`src/rtl/ulfec_pkg.sv`:
```
package ulfec_pkg;

    localparam int          FRAME_W   = 128;
    localparam int          HDR_W     = 2;
    localparam int          CTRL_W    = 2;
    localparam logic [1:0]  HDR_VALUE = 2'b10;

    localparam int          WIDE_DATA_W = 112;
    localparam int          WIDE_SYM_W  = 5;
    localparam logic [4:0]  WIDE_RED    = 5'h05;   // x^5+x^2+1, low terms

    localparam int          ILV_DATA_W  = 96;
    localparam int          ILV_SYM_W   = 4;
    localparam int          ILV_LANES   = 3;
    localparam logic [4:0]  ILV_RED     = 5'h03;   // x^4+x+1, low terms

    typedef enum logic {
        SCHEME_WIDE = 1'b0,
        SCHEME_ILV  = 1'b1
    } scheme_e;

    typedef enum logic {
        ST_IDLE = 1'b0,
        ST_LIVE = 1'b1
    } enc_state_e;

    // Multiply in GF(2^w), w of 4 or 5, reduction terms given in red.
    function automatic logic [4:0] gf_mul(input logic [4:0] a, input logic [4:0] b,
                                          input int w, input logic [4:0] red);
        logic [4:0] acc;
        logic [4:0] x;
        logic [4:0] mask;
        logic       carry;
        acc  = '0;
        x    = a;
        mask = (w == 5) ? 5'h1f : 5'h0f;
        for (int i = 0; i < 5; i++) begin
            if (i < w && b[i]) acc = acc ^ x;
            carry = (w == 5) ? x[4] : x[3];
            x     = (x << 1) & mask;
            if (carry) x = x ^ red;
        end
        return acc & mask;
    endfunction

endpackage

```
`src/rtl/ulfec_rs_parity2.sv`:
```
module ulfec_rs_parity2 #(
    parameter int         SYM_W = 5,
    parameter int         N_SYM = 24,
    parameter logic [4:0] RED   = 5'h05
) (
    input  logic [N_SYM*SYM_W-1:0] msg,
    output logic [2*SYM_W-1:0]     parity
);
    import ulfec_pkg::*;

    // generator (x+a)(x+a^2): coefficients a+a^2 = 6 and a^3 = 8
    localparam logic [4:0] GEN_1 = 5'd6;
    localparam logic [4:0] GEN_0 = 5'd8;

    logic [4:0] reg_hi;
    logic [4:0] reg_lo;

    always_comb begin
        logic [4:0] sym;
        logic [4:0] fb;
        reg_hi = '0;
        reg_lo = '0;
        for (int k = 0; k < N_SYM; k++) begin
            sym = '0;
            sym[SYM_W-1:0] = msg[(N_SYM-1-k)*SYM_W +: SYM_W];
            fb     = sym ^ reg_hi;
            reg_hi = reg_lo ^ gf_mul(fb, GEN_1, SYM_W, RED);
            reg_lo = gf_mul(fb, GEN_0, SYM_W, RED);
        end
    end

    assign parity = {reg_hi[SYM_W-1:0], reg_lo[SYM_W-1:0]};

endmodule

```
`src/rtl/ulfec_wide_code.sv`:
```
module ulfec_wide_code #(
    parameter int PAY_W = 116
) (
    input  logic [PAY_W-1:0]                 payload,
    output logic [2*ulfec_pkg::WIDE_SYM_W-1:0] parity
);
    import ulfec_pkg::*;

    localparam int N_SYM = (PAY_W + WIDE_SYM_W - 1) / WIDE_SYM_W;
    localparam int PAD_W = N_SYM * WIDE_SYM_W - PAY_W;

    logic [N_SYM*WIDE_SYM_W-1:0] msg;

    generate
        if (PAD_W > 0) begin : g_pad
            assign msg = {{PAD_W{1'b0}}, payload};
        end else begin : g_nopad
            assign msg = payload;
        end
    endgenerate

    ulfec_rs_parity2 #(
        .SYM_W (WIDE_SYM_W),
        .N_SYM (N_SYM),
        .RED   (WIDE_RED)
    ) u_rs (
        .msg    (msg),
        .parity (parity)
    );

endmodule

```
`src/rtl/ulfec_ilv_code.sv`:
```
module ulfec_ilv_code #(
    parameter int PAY_W = 100
) (
    input  logic [PAY_W-1:0]                                      payload,
    output logic [2*ulfec_pkg::ILV_LANES*ulfec_pkg::ILV_SYM_W-1:0] parity
);
    import ulfec_pkg::*;

    localparam int TOTAL     = PAY_W / ILV_SYM_W;
    localparam int LANE_SYMS = (TOTAL + ILV_LANES - 1) / ILV_LANES;

    generate
        for (genvar j = 0; j < ILV_LANES; j++) begin : g_lane
            localparam int CNT = (TOTAL - j + ILV_LANES - 1) / ILV_LANES;
            localparam int PAD = LANE_SYMS - CNT;

            logic [LANE_SYMS*ILV_SYM_W-1:0] lane_msg;
            logic [2*ILV_SYM_W-1:0]         lane_par;

            // nibbles k = j, j+3, ... in order; leading zero symbols pad short lanes
            always_comb begin
                lane_msg = '0;
                for (int i = PAD; i < LANE_SYMS; i++) begin
                    lane_msg[(LANE_SYMS-1-i)*ILV_SYM_W +: ILV_SYM_W] =
                        payload[(TOTAL-1-((i-PAD)*ILV_LANES+j))*ILV_SYM_W +: ILV_SYM_W];
                end
            end

            ulfec_rs_parity2 #(
                .SYM_W (ILV_SYM_W),
                .N_SYM (LANE_SYMS),
                .RED   (ILV_RED)
            ) u_rs (
                .msg    (lane_msg),
                .parity (lane_par)
            );

            assign parity[(2*ILV_LANES-1-j)*ILV_SYM_W +: ILV_SYM_W] = lane_par[2*ILV_SYM_W-1 -: ILV_SYM_W];
            assign parity[(ILV_LANES-1-j)*ILV_SYM_W   +: ILV_SYM_W] = lane_par[ILV_SYM_W-1:0];
        end
    endgenerate

endmodule

```
`src/rtl/ulframe_encoder.sv`:
```
module ulframe_encoder (
    input  logic         clk,
    input  logic         rst_n,
    input  logic         fec_mode,
    input  logic [111:0] data_in,
    input  logic [1:0]   ic_bits,
    input  logic [1:0]   ec_bits,
    input  logic         in_valid,
    output logic [127:0] frame_out,
    output logic         frame_valid
);
    import ulfec_pkg::*;

    localparam int WIDE_PAY_W = 2*CTRL_W + WIDE_DATA_W;
    localparam int ILV_PAY_W  = 2*CTRL_W + ILV_DATA_W;
    localparam int WIDE_PAR_W = 2*WIDE_SYM_W;
    localparam int ILV_PAR_W  = 2*ILV_LANES*ILV_SYM_W;
    localparam int SPARE_W    = FRAME_W - HDR_W - ILV_PAY_W - ILV_PAR_W;

    scheme_e    scheme;
    enc_state_e state_q, state_d;

    logic [2*CTRL_W-1:0]  ctrl_f;
    logic [WIDE_PAR_W-1:0] wide_par;
    logic [ILV_PAR_W-1:0]  ilv_par;
    logic [FRAME_W-1:0]   frame_d, frame_q;

    assign scheme = scheme_e'(fec_mode);
    assign ctrl_f = {ic_bits, ec_bits};

    ulfec_wide_code #(.PAY_W(WIDE_PAY_W)) u_wide (
        .payload ({ctrl_f, data_in[WIDE_DATA_W-1:0]}),
        .parity  (wide_par)
    );

    ulfec_ilv_code #(.PAY_W(ILV_PAY_W)) u_ilv (
        .payload ({ctrl_f, data_in[ILV_DATA_W-1:0]}),
        .parity  (ilv_par)
    );

    always_comb begin
        unique case (scheme)
            SCHEME_WIDE: frame_d = {HDR_VALUE, ctrl_f, data_in[WIDE_DATA_W-1:0], wide_par};
            SCHEME_ILV:  frame_d = {HDR_VALUE, ctrl_f, data_in[ILV_DATA_W-1:0],
                                    {SPARE_W{1'b0}}, ilv_par};
        endcase
    end

    // next-state logic
    always_comb begin
        unique case (state_q)
            ST_IDLE: state_d = in_valid ? ST_LIVE : ST_IDLE;
            ST_LIVE: state_d = in_valid ? ST_LIVE : ST_IDLE;
        endcase
    end

    // state register and frame register
    always_ff @(posedge clk or negedge rst_n) begin
        if (!rst_n) begin
            state_q <= ST_IDLE;
            frame_q <= '0;
        end else begin
            state_q <= state_d;
            if (in_valid) frame_q <= frame_d;
        end
    end

    // outputs
    always_comb begin
        frame_out = frame_q;
        unique case (state_q)
            ST_IDLE: frame_valid = 1'b0;
            ST_LIVE: frame_valid = 1'b1;
        endcase
    end

    p_header_r1: assert property (@(posedge clk) disable iff (!rst_n)
        frame_valid |-> frame_out[127:126] == 2'b10);

    p_ctrl_latency_r7: assert property (@(posedge clk) disable iff (!rst_n)
        in_valid |=> frame_valid && frame_out[125:122] == $past({ic_bits, ec_bits}));

    p_hold_r8: assert property (@(posedge clk) disable iff (!rst_n)
        !in_valid |=> $stable(frame_out) && !frame_valid);

    p_wide_data_r3: assert property (@(posedge clk) disable iff (!rst_n)
        (in_valid && !fec_mode) |=> frame_out[121:10] == $past(data_in));

    p_ilv_spare_r5: assert property (@(posedge clk) disable iff (!rst_n)
        (in_valid && fec_mode) |=> frame_out[25:24] == 2'b00 &&
                                   frame_out[121:26] == $past(data_in[95:0]));

endmodule

```
`config.mk`:
```
export PLATFORM = sky130hd
export DESIGN_NAME = ulframe_encoder
export DESIGN_NICKNAME = d
export VERILOG_FILES = /design/src/rtl/ulfec_pkg.sv /design/src/rtl/ulfec_rs_parity2.sv /design/src/rtl/ulfec_wide_code.sv /design/src/rtl/ulfec_ilv_code.sv /design/src/rtl/ulframe_encoder.sv
export SDC_FILE = /design/constraint.sdc
export NUM_CORES = 1
export LEC_CHECK = 0
export ABC_CLOCK_PERIOD_IN_PS = 800
export BUFFER_PORTS_ARGS = -buffer_cell sky130_fd_sc_hd__buf_2
export CAP_MARGIN = 40
export CORE_MARGIN = 4
export CORE_UTILIZATION = 30
export DETAILED_ROUTE_END_ITERATION = 7
export HOLD_SLACK_MARGIN = 0.02
export PLACE_DENSITY = 0.48
export SLEW_MARGIN = 20
export SYNTH_ARGS = -nofsm -noshare
export SYNTH_HDL_FRONTEND = slang
export SYNTH_SLANG_ARGS = --single-unit
```
`constraint.sdc`:
```
create_clock -name clk -period 0.8 [get_ports clk]
set_clock_uncertainty 0.1 [all_clocks]
set_input_delay 0.12 -clock clk [delete_from_list [all_inputs] [get_ports clk]]
set_output_delay 0.12 -clock clk [all_outputs]
set_load 0.1 [all_outputs]
```
==> Word level (Yosys, flattened, before mapping) <==
Index checks and enable logic that the tools add are counted.
{ "word_totals": {"reg_bits": 129, "input_bits": 120, "out_inout_bits": 129} }
{ "classes": {"mux": 147, "n_bitwise": 285} }
{ "ops": {"columns": ["cell", "count"], "rows": [
  ["5-bit bitwise XOR", 67],
  ["2-bit inverter", 144],
  ["4-bit bitwise XOR", 69],
  ["128-bit one-hot mux with 2 select lines", 1],
  ["3-bit two-way mux", 69],
  ["2-bit two-way mux", 75],
  ["4-bit by 5-bit bitwise XOR with 5-bit output", 1],
  ["5-bit by 3-bit bitwise XOR with 5-bit output", 1],
  ["2-bit by 3-bit bitwise XOR with 3-bit output", 1],
  ["1-bit inverter", 2],
  ["1-bit one-hot mux with 2 select lines", 1],
  ["1-bit two-way mux", 1]
]} }

==> Depth between registers and ports, before layout <==
Gate-level depths: netlist of the first run.
{ "depth": {"ltp_word": 163, "depth_mapped": 20} }

==> Modules after synthesis <==
A second synthesis of the first run with hierarchy kept.
{ "hier_totals": {"hier_cells": 1156, "hier_area_um2": 14730.4} }
{ "modules_own_cells": {"columns": ["mod", "instances", "cells_each", "area_per_inst_um2", "seq_area_each_um2"], "rows": [
  ["ulframe_encoder", 1, 543, 5851.9, 3203.1],
  ["ulfec_rs_parity2 at u_wide.u_rs", 1, 389, 5582.9, 0.0],
  ["ulfec_rs_parity2 at u_ilv.g_lane[0].u_rs ...", 3, 74, 1096.1, 0.0],
  ["ulfec_ilv_code", 1, 1, 3.8, 0.0],
  ["ulfec_wide_code", 1, 1, 3.8, 0.0]
]} }

==> Worst setup path before layout of the first run <==
Ideal clock, no wire load.
{ "synth_timing": {"kind": "input port to flip-flop", "startpoint": "in ic_bits[0]", "endpoint": "reg frame_q[8], in the netlist frame_out[8]", "setup_ns": 0.122, "arrival_ns": 6.856, "required_time_ns": 0.578, "path_slack_ns": -6.278, "path_stages": 20, "cell_sequence": "buf_6 xnor3_2 xnor3_2 xnor2_2 xnor3_2 xor3_2 xnor3_2 xnor3_2 xnor3_2 xnor3_2 xnor3_2 xnor3_2 xnor3_2 xnor2_2 xnor3_1 xor3_1 xnor3_2 xnor2_1 nand2b_1 a22o_1"} }
{ "synth_between": {"elab_chain_len": 106, "word_cells_on_any_way": 263} }
{ "synth_lines": {"columns": ["element", "line", "text"], "rows": [
  ["start, declared", "ulframe_encoder.sv:6", "input logic [1:0] ic_bits,"],
  ["5-bit by 3-bit bitwise XOR with 5-bit output", "ulfec_rs_parity2.sv:26", "fb = sym ^ reg_hi;"],
  ["3-bit two-way mux", "ulfec_pkg.sv:41", "if (carry) x = x ^ red;"],
  ["3-bit two-way mux or 5-bit bitwise XOR (tied branches)", "ulfec_pkg.sv:41, ulfec_pkg.sv:38", null],
  ["5-bit bitwise XOR or 4-bit by 5-bit bitwise XOR with 5-bit output (tied branches)", "ulfec_pkg.sv:38, ulfec_rs_parity2.sv:27", null],
  ["4-bit by 5-bit bitwise XOR with 5-bit output or 5-bit bitwise XOR (tied branches)", "ulfec_rs_parity2.sv:27, ulfec_rs_parity2.sv:26", null],
  ["5-bit bitwise XOR or 3-bit two-way mux (tied branches)", "ulfec_rs_parity2.sv:26, ulfec_pkg.sv:41", null],
  ["2-bit inverter (no source line) or 5-bit bitwise XOR (tied branches)", null, null],
  ["3-bit two-way mux or 5-bit bitwise XOR (tied branches)", "ulfec_pkg.sv:41, ulfec_rs_parity2.sv:27", null],
  ["(+90 left out)", null, null],
  ["2-bit inverter (no source line) or 5-bit bitwise XOR (tied branches)", null, null],
  ["3-bit two-way mux or 5-bit bitwise XOR (tied branches)", "ulfec_pkg.sv:41, ulfec_rs_parity2.sv:27", null],
  ["5-bit bitwise XOR, on equally long branches", "ulfec_pkg.sv:38, ulfec_rs_parity2.sv:26", null],
  ["5-bit bitwise XOR or 2-bit inverter (tied branches)", null, null],
  ["5-bit bitwise XOR or 3-bit two-way mux (tied branches)", "ulfec_rs_parity2.sv:26, ulfec_pkg.sv:41", null],
  ["5-bit bitwise XOR", "ulfec_pkg.sv:38", "if (i < w && b[i]) acc = acc ^ x;"],
  ["5-bit bitwise XOR", "ulfec_rs_parity2.sv:27", "reg_hi = reg_lo ^ gf_mul(fb, GEN_1, SYM_W, RED);"],
  ["128-bit one-hot mux with 2 select lines (*)", "ulframe_encoder.sv:42", "unique case (scheme)"],
  ["end signal, assigned", "ulframe_encoder.sv:64", "if (in_valid) frame_q <= frame_d;"],
  ["end, declared", "ulframe_encoder.sv:26", "logic [FRAME_W-1:0] frame_d, frame_q;"]
]} }
Mark *: on every way between the ends. The rest lies on a longest branch, timed or not. The select of a mux whose other input is x is not followed.
A chain may end at the register's enable or synchronous reset.

==> Final worst setup path of the first run <==
{ "layout_timing": {"startpoint": "in ec_bits[1]", "endpoint": "reg frame_q[7], in the netlist frame_out[7]"} }
{ "layout_between": {"elab_chain_len": 106, "word_cells_on_any_way": 199} }
{ "layout_lines": {"columns": ["element", "line", "text"], "rows": [
  ["start, declared", "ulframe_encoder.sv:7", "input logic [1:0] ec_bits,"],
  ["5-bit by 3-bit bitwise XOR with 5-bit output (*)", "ulfec_rs_parity2.sv:26", null],
  ["3-bit two-way mux or 5-bit bitwise XOR (tied branches)", "ulfec_pkg.sv:41, ulfec_pkg.sv:38", null],
  ["5-bit bitwise XOR or 4-bit by 5-bit bitwise XOR with 5-bit output (tied branches)", "ulfec_pkg.sv:38, ulfec_rs_parity2.sv:27", null],
  ["4-bit by 5-bit bitwise XOR with 5-bit output or 5-bit bitwise XOR (tied branches)", "ulfec_rs_parity2.sv:27, ulfec_rs_parity2.sv:26", null],
  ["5-bit bitwise XOR or 3-bit two-way mux (tied branches)", "ulfec_rs_parity2.sv:26, ulfec_pkg.sv:41", null],
  ["3-bit two-way mux or 5-bit bitwise XOR (tied branches)", "ulfec_pkg.sv:41, ulfec_pkg.sv:38", null],
  ["2-bit inverter (no source line), or another cell as far along", null, null],
  ["3-bit two-way mux, or another cell as far along", "ulfec_pkg.sv:41", null],
  ["(+90 left out)", null, null],
  ["5-bit bitwise XOR, on equally long branches", "ulfec_pkg.sv:38, ulfec_rs_parity2.sv:27", null],
  ["5-bit bitwise XOR, on equally long branches", "ulfec_rs_parity2.sv:27, ulfec_rs_parity2.sv:26", null],
  ["5-bit bitwise XOR or 3-bit two-way mux (tied branches)", "ulfec_rs_parity2.sv:26, ulfec_pkg.sv:41", null],
  ["2-bit inverter (no source line)", null, null],
  ["3-bit two-way mux", "ulfec_pkg.sv:41", null],
  ["5-bit bitwise XOR", "ulfec_pkg.sv:38", null],
  ["5-bit bitwise XOR (*)", "ulfec_rs_parity2.sv:27", null],
  ["128-bit one-hot mux with 2 select lines (*)", "ulframe_encoder.sv:42", null]
]} }
Marks and branches as above.

==> impl_metrics.toml, run 1 <==
[yosys]
netlist_top_cells_area = "xnor2_1 26%, dfrtp_1 24%, xnor3_1 15%"
synth_seq_area_share_pct = 23.7
synth_area_leader_cell = "xnor2_1"
syn-cell-area_um2 = 13500
syn_nets = 1389
synth_top_area_share_pct = 26.1
synth_warnings = 0
avgSynthCellArea_um2 = 10.7
ys_seq_elements = 128
syn_inst = 1269
yosysUniqueCellTypes = 34

[floorplanning]
ios = 249
die_h_um = 220
die_w_um = 220
die_area_um2 = 48600
coreArea_um2 = 44400
start_util_pct = 30.5
num_rows = 77

[hold_path]
hp-class = "in2reg"

[grt]
grt_pass1_vias = 12100
grt_usage_pct = 23.4
antenna_found_initial = 2
grt-ovfl-total = 0
grt_start_max_net_pins = 28
grt_pass1_wl_um = 81400

[drt]
vias = 11500
wire_per_inst_um = 22.4
dr.pass1.iters = 5
wl_um = 57000
first_iter_violations = 611
viasPerCell = 4.52
drc_errors = 0
antenna_left = 0

[sta]
rsz0062_at_grt = "yes"
period_minus_slack_ps = 6080
min_period_over_period_pct = 760
fmax_mhz = 164
setup_slack_ps = -5280
setup_viol = 255
whs_ps = -50.2
slew_viol_final = 0
hold_viol = 17

[worst_setup_path]
start_kind = "input pin"
r2r_end = "frame_out[3]"
rrSetupSlack_ps = -340
crit_end = "frame_out[7]"
critPathKind = "in2reg"
cp.required_ps = 1040
crit_arrival_ps = 6320
crit_path_start = "ec_bits[1]"
endpoint_kind = "flip-flop"
r2r_start = "frame_out[3]"
worst-path-max-fanout = 5
worst-r2r-cell-count = 4

[placement]
io_buffers = 247
dpl.hpwl_um = 47600
gp_congestion = 0.913
pre_cts_slack_ps = -5970

[clock_network]
clock-sinks = 128
root_buffer = "clkbuf_16"
clk_path_buf_depth = 2
clk_pin_slew_ps = 60
h-tree-depth = 4
clock_latency_ps = 460
numCtsBuffers = 17
cts_tree = "built"
holdBufCountCts = 7

[cells_and_area]
final_nets = 2060
syn_to_final_growth_pct = 85.1
drive_above_1_share_pct = 65.9

[flow_run]
drv_cap = 0

[status]
outcome = "complete, but fails checks"
violations = "hold timing, setup timing"
-- cells by family (layout without fill, tap and decap cells) --
family	Yosys count	in the layout	synth area share [%]
compound gates	137	137	5.52
xor+xnor	653	653	55.8
simple gates	129	129	3.69
mux	106	106	7.88
buf+inv	115	799	3.45
other cells	1	2	0.0277
flops	128	128	23.7
-- layout by cell type (no fill, tap or decap), drive strengths merged, types with 2 or more instances in the layout --
master / netlist / layout
xnor2: 414 / 414
nand2: 10 / 10
o21ai: 6 / 6
clkbuf: 88 / 23
o211ai: 4 / 4
buf: 21 / 753
a21oi: 107 / 107
dlygate4sd3: 0 / 5
a21o: 9 / 9
dfrtp: 128 / 128
clkinv: 0 / 4
inv: 6 / 7
xor2: 118 / 118
nand3b: 2 / 2
clkinvlp: 0 / 3
a211oi: 8 / 8
mux2: 4 / 4
xor3: 18 / 18
mux2i: 102 / 102
xnor3: 103 / 103
nor2: 114 / 114
bufinv: 0 / 3
-- area by class of cell --
| cell class | count | area (µm²) |
|---|---|---|
| fill | 3758 | 19400 |
| multi-input combinational | 1026 | 12300 |
| timing repair buffer | 761 | 7680 |
| sequential | 128 | 3680 |
| tap | 592 | 741 |
| clock buffer | 21 | 480 |
| clock inverter | 11 | 153 |
| inverter | 6 | 22.5 |
| antenna | 1 | 2.50 |
-- critical path: stages --
cell and delay [ps]:
buf_4 130, xnor3_2 420, buf_12 150, xor2_4 210, xnor3_2 510, xnor2_2 210, buf_4 150, xor3_2 290
xnor3_2 340, xnor3_2 360, buf_4 170, xnor3_2 220, xnor3_2 310, xnor3_2 430, xnor2_2 230, xnor2_2 150
xnor3_2 520, xnor2_4 300, xor3_1 380, xnor3_2 300, xnor2_1 160, o211ai_1 150, o21ai_1 80
-- timing repair --
| item | in CTS | in global routing |
|---|---|---|
| buffers inserted | 43 | 38 |
| endpoints found under the setup margin | 255 | 256 |
| hold endpoints to repair | 165 | 24 |
| pin swaps | 63 | 67 |
| gates resized for setup | 153 | 227 |
-- how the worst min path moves through the flow --
stage	from	endpoint	slack [ps]	cells past startpoint
floorplan	rst_n	frame_out[0]	-280	0
global placement	rst_n	frame_out[78]	-70	1
detailed placement	rst_n	frame_out[78]	-70	1
CTS	ic_bits[0]	frame_out[124]	-130	3
global route	in_valid	frame_out[25]	-50	3
finish	data_in[98]	frame_out[108]	-50	3
-- Yosys cell counts --
cell	n
clkbuf_1	88
o21ai_0	2
inv_1	6
mux2i_1	102
a21oi_1	107
buf_4	4
xor2_4	1
nand3b_1	2
xnor2_1	403
buf_1	11
nand2b_1	1
xor3_2	2
or2_2	1
nor2b_1	1
o211ai_1	4
xnor3_2	14
xnor2_2	11
nand2_1	10
xor3_1	16
a21o_1	9
o21a_1	1
nor2_1	114
a22o_1	1
dfrtp_1	128
buf_6	2
xor2_2	3
buf_2	4
a211oi_1	8
o21ai_1	4
xnor3_1	89
mux2_2	4
conb_1	1
xor2_1	114
o31ai_1	1
-- routing by layer --
layer	vias to the layer above	share of wire (%)	global-route usage (%)
met5	-	0	0
met4	0	1.7	5.63
met3	51	4.3	4.01
met2	263	47	37.6
met1	5727	47	33.2
li1	5458	-	-
-- state kept, by name, indices dropped and copies added, names as in the netlist --
register	count
state_q	1
frame_out	127
-- metrics by stage --
| stage | utilization (%) | setup TNS [ps] | hold WS [ps] | cell area [µm²] | std cells |
|---|---|---|---|---|---|
| finish | 56.4 | -155520 | -50.2 | 25100 | 2546 |
| global route | 56.4 | -165650 | -48.2 | 25100 | 2546 |
| global placement | 49.4 | -135250 | -69.4 | 21900 | 2436 |
| detailed placement | 49.4 | -135040 | -68.8 | 21900 | 2436 |
| floorplan | - | -103560 | -276 | 15300 | 1269 |
| CTS | 53.5 | -160600 | -130 | 23800 | 2515 |
Power of run 1 is left out: the tool's default activity adds up to more than one toggle a clock period on the data nets, which glitch-free logic cannot reach.
==> run 2: changes to the inputs <==
--- a/config.mk
+++ b/config.mk
@@ -10,6 +10,7 @@
 export CAP_MARGIN = 40
 export CORE_MARGIN = 4
 export CORE_UTILIZATION = 30
+export CTS_BUF_LIST = sky130_fd_sc_hd__clkbuf_4
 export DETAILED_ROUTE_END_ITERATION = 7
 export HOLD_SLACK_MARGIN = 0.02
 export PLACE_DENSITY = 0.48
==> run 2 against run 1 <==
The flow still finishes with violations (hold timing, setup timing). Register-to-register slack is essentially flat. Maximum frequency up 3.9%. Sequential cell count is the same. Worst hold slack worse by 150 ps. Non-clock buffer count up 117. Die area unchanged. First-iteration DRC count is 15% higher. Setup slack improved by 230 ps. Design area grew 3.8%. Critical path depth shrank 1. Critical path type unchanged.
==> impl_metrics.toml, run 2 (synthesis results as in run 1) <==
[status]
outcome = "complete, but fails checks"
violations = "hold timing, setup timing"

[sta]
hold_viol = 45
rsz0062_at_grt = "yes"
whs_ps = -200
fmax_mhz = 171
worst_pin_slew_ps = 551
max_slew_margin_pct = 63.0
setup_slack_ps = -5050
period_minus_slack_ps = 5850
setup_viol = 255
slew_viol_final = 0
min_period_over_period_pct = 732
setup-tns-final_ps = -196650

[floorplanning]
die_w_um = 220
start_util_pct = 30.5
coreArea_um2 = 44400
die_h_um = 220
num_rows = 77
die_area_um2 = 48600
ios = 249

[cells_and_area]
fill_cells = 3730
final_nets = 2177
multi_input_area_um2 = 12400
regArea_um2 = 3680
largest_reg_flops = 127
post-route-util_pct = 58.5
drive_above_1_share_pct = 62.4
layout_common_cells = "442 x buf_4, 240 x xnor2_1, 152 x buf_12"
syn_to_final_growth_pct = 92.0
final_common_cell = "buf_4"

[placement]
io_buffers = 247
dpl.hpwl_um = 47600
gp_congestion = 0.913

[worst_setup_path]
start_kind = "input pin"
cp.required_ps = 1240
worst-path-max-fanout = 3
r2r_start = "frame_out[3]"
critPathKind = "in2reg"
crit_arrival_ps = 6300
crit_path_start = "data_in[105]"
endpoint_kind = "flip-flop"

[clock_network]
clock-sinks = 128
root_buffer = "clkbuf_4"
clk_path_buf_depth = 2
cts_tree = "built"
h-tree-depth = 4
numCtsBuffers = 17
clk_pin_slew_ps = 120
clock_latency_ps = 670

[grt]
antenna_found_initial = 3
grt_pass1_wl_um = 88100
grt_usage_pct = 25.3
grt_pass1_vias = 12900
grt_start_max_net_pins = 28
grt-ovfl-total = 0

[flow_run]
drv_cap = 0

[drt]
vias = 12200
viasPerCell = 4.58
dr.pass1.iters = 4
antenna_left = 0
drc_errors = 0
wl_um = 62000
first_iter_violations = 702
wire_per_inst_um = 23.3

[hold_path]
hp-class = "in2async"
[run 2: cell types whose count changed in the layout (fill, tap and decap cells not counted), sizes merged, moves of 4 or more]
cell / change
dlygate4sd3: +79
dlymetal6s4s: +33
buf: +4
clkbuf: -4
clkinv: +4
[run 2: timing repair]
action	in CTS	in global routing
setup endpoints to repair	255	255
hold buffers	124	2
setup buffers	45	39
endpoints found under the hold margin	256	71
pin swaps	68	64
resized for setup	165	250
[run 2: stage by stage]
stage / worst slack [ps] / cell area [µm²] / hold slack (ps) / cells
after detailed placement: -5970 / 21900 / -68.8 / 2436
after CTS: -4960 / 24700 / -258 / 2634
after floorplan: -5310 / 15300 / -276 / 1269
after global placement: -5950 / 21900 / -69.4 / 2436
after global routing: -5200 / 26000 / -209 / 2663
final: -5050 / 26000 / -200 / 2664
[run 2: metal layers]
metal	routed length, µm	GRT usage, %	part of all wire (%)	vias up
li1	-	-	-	5708
met1	29100	36.3	47	6167
met2	29200	41.3	47	289
met3	2640	3.31	4.3	48
met4	1020	5.11	1.6	0
met5	0	0	0	-
[run 2: final timing paths]
path,cells past startpoint,endpoint,slack (ps)
worst max-delay path,22,frame_out[9],-5050
worst min-delay path,2,frame_out[78],-200
worst max register to register,4,frame_out[3],-350
worst min register to register,1,frame_out[12],470
max in group asynchronous,3,frame_out[17],310
min in group clk,4,frame_out[29],-120
[run 2: critical path, stage by stage]
cell and delay, ps:
buf_8 100, xnor3_2 470, xnor3_1 470, xnor2_2 240
xor2_2 210, xor3_2 550, buf_12 170, xor2_4 190
xnor3_2 320, xnor3_2 440, buf_4 170, xor3_1 370
xnor3_2 320, xor2_2 260, xnor3_2 440, xnor2_2 160
xnor3_1 280, xnor3_1 260, xor3_2 340, xnor2_1 150
o211ai_1 170, o21ai_1 90
[run 2: cell type report]
type / instances / share of cell area, %
repair buffers: 878 / 34.1
clock inverters: 15 / 0.645
inverters: 6 / 0.0866
flip-flops and latches: 128 / 14.2
clock buffers: 17 / 0.491
well taps: 592 / 2.85
diodes: 2 / 0.0193
multi-input cells: 1026 / 47.6
Power of run 2 is left out for the same reason.
==> run 3: changes to the inputs <==
--- a/config.mk
+++ b/config.mk
@@ -13,6 +13,7 @@
 export CTS_BUF_LIST = sky130_fd_sc_hd__clkbuf_4
 export DETAILED_ROUTE_END_ITERATION = 7
 export HOLD_SLACK_MARGIN = 0.02
+export MAX_ROUTING_LAYER = met4
 export PLACE_DENSITY = 0.48
 export SLEW_MARGIN = 20
 export SYNTH_ARGS = -nofsm -noshare
==> run 3 against run 2 <==
The flow still finishes with violations (hold timing, setup timing). Design area grew 1.6%. Worst hold slack worse by 19 ps. Via count rose by 2.1%. Count of clock-buffer cells in the layout grew 3. Critical path depth stayed put. Non-clock buffer count rose by 29. First-iteration DRC count grew 6.4%. Global-route usage increased by 1.2 points. Largest cell class unchanged. Highest routed layer unchanged.
==> impl_metrics.toml, run 3 (synthesis results as in run 1) <==
[worst_setup_path]
endpoint_kind = "flip-flop"
worst-r2r-cell-count = 3
cp.required_ps = 1280
r2r_start = "frame_out[3]"
crit_arrival_ps = 6460
rrSetupSlack_ps = -270
critPathKind = "in2reg"
worst-path-max-fanout = 4
start_kind = "input pin"
r2r_end = "frame_out[3]"

[cells_and_area]
syn_to_final_growth_pct = 95.1
final_common_cell = "buf_4"
fill_cells = 3654
drive_above_1_share_pct = 63.8
largest_reg_flops = 127
final_nets = 2206
layout_common_cells = "464 x buf_4, 235 x xnor2_1, 154 x buf_12"

[status]
outcome = "complete, but fails checks"
violations = "hold timing, setup timing"

[grt]
grt_pass1_wl_um = 89500
grt_usage_pct = 26.5
grt_pass1_vias = 13000
grt-ovfl-total = 0
grt_start_max_net_pins = 34
antenna_found_initial = 2

[sta]
slew_viol_final = 0
rsz0062_at_grt = "yes"
max_slew_margin_pct = 63.0
worst_pin_slew_ps = 551
fmax_mhz = 167
whs_ps = -219
setup_slack_ps = -5180
setup_viol = 255
period_minus_slack_ps = 5980
hold_viol = 85
min_period_over_period_pct = 747

[hold_path]
holdPathStages = 3
min_from = "fec_mode"
hp-class = "in2reg"
min_to = "frame_out[8]"

[clock_network]
clk_path_buf_depth = 2
numCtsBuffers = 17
h-tree-depth = 4
root_buffer = "clkbuf_4"
clock_latency_ps = 670
cts_tree = "built"
clk_pin_slew_ps = 130
clock-sinks = 128

[placement]
dpl.hpwl_um = 47600
gp_congestion = 0.919
io_buffers = 247

[drt]
wire_per_inst_um = 23.4
dr.pass1.iters = 5
vias = 12500
drc_errors = 0
wl_um = 62800
antenna_left = 0
first_iter_violations = 747
viasPerCell = 4.64

[floorplanning]
num_rows = 77
ios = 249
die_w_um = 220
coreArea_um2 = 44400
die_area_um2 = 48600
start_util_pct = 30.5
die_h_um = 220

[flow_run]
drv_cap = 0
run 3: cell types whose count changed in the layout (fill, tap and decap cells not counted), moves of 5 or more:
cell / delta
xnor2_2: +6
a21oi_2: +6
nor2_4: +10
mux2i_2: +6
xor2_4: +5
a21oi_1: -6
buf_4: +22
xnor2_1: -5
nor2_2: -9
buf_6: +7
run 3: critical path: stages:
cell      delay (ps)
buf_6             70
xor3_2           540
xnor2_4          190
buf_6            130
xnor3_1          250
xnor2_2          290
xor3_2           510
xnor3_2          470
xnor3_2          350
xnor2_2          150
xnor3_2          470
xnor2_2          180
xnor3_2          490
buf_4            170
xnor2_4          190
xnor2_1          110
xnor2_1          280
xor3_2           550
xnor3_2          470
xnor2_2          180
o211ai_1         180
o21ai_1           90
run 3: cell type report:
| cell class | count | area [µm²] | area share (%) |
|---|---|---|---|
| timing repair buffer | 907 | 9150 | 34.7 |
| inverter | 6 | 22.5 | 0.0853 |
| multi-input combinational | 1026 | 12600 | 47.6 |
| tap | 592 | 741 | 2.80 |
| clock inverter | 9 | 95.1 | 0.360 |
| sequential | 128 | 3680 | 13.9 |
| clock buffer | 20 | 150 | 0.568 |
| antenna | 1 | 2.50 | 0.00947 |
run 3: worst max path at each step:
stage / from / to / slack, ps
after floorplan: ec_bits[1] / frame_out[7] / -5310
after global placement: data_in[109] / frame_out[9] / -6140
after detailed placement: data_in[109] / frame_out[9] / -6140
after CTS: data_in[106] / frame_out[7] / -5080
after global routing: ic_bits[0] / frame_out[7] / -5360
final: data_in[106] / frame_out[7] / -5180
run 3: what timing repair did:
item,in CTS,in global routing
pin swaps,94,68
resized for setup,169,291
endpoints found under the hold margin,256,118
buffers inserted,62,52
hold buffers,125,2
setup endpoints to repair,255,255
run 3: routing by layer:
layer / routed length (µm) / GRT usage [%] / vias up
met3: 2890 / 2.97 / 56
met1: 29100 / 37.0 / 6301
met2: 29900 / 41.7 / 352
li1: - / - / 5765
met4: 929 / 5.61 / 0
met5: 0 / - / -
run 3: through the flow:
| stage | setup WS (ps) | utilization (%) | setup TNS [ps] | cells | instance area (µm²) |
|---|---|---|---|---|---|
| 3_5_place_dp | -6140 | 49.4 | -136940 | 2434 | 21900 |
| 4_1_cts | -5080 | 56.0 | -254090 | 2646 | 24900 |
| 2_1_floorplan | -5310 | - | -103560 | 1269 | 15300 |
| 3_3_place_gp | -6140 | 49.4 | -136430 | 2434 | 21900 |
| 5_1_grt | -5360 | 59.5 | -214310 | 2689 | 26400 |
| 6_report | -5180 | 59.5 | -201270 | 2689 | 26400 |
Power of run 3 is left out for the same reason.
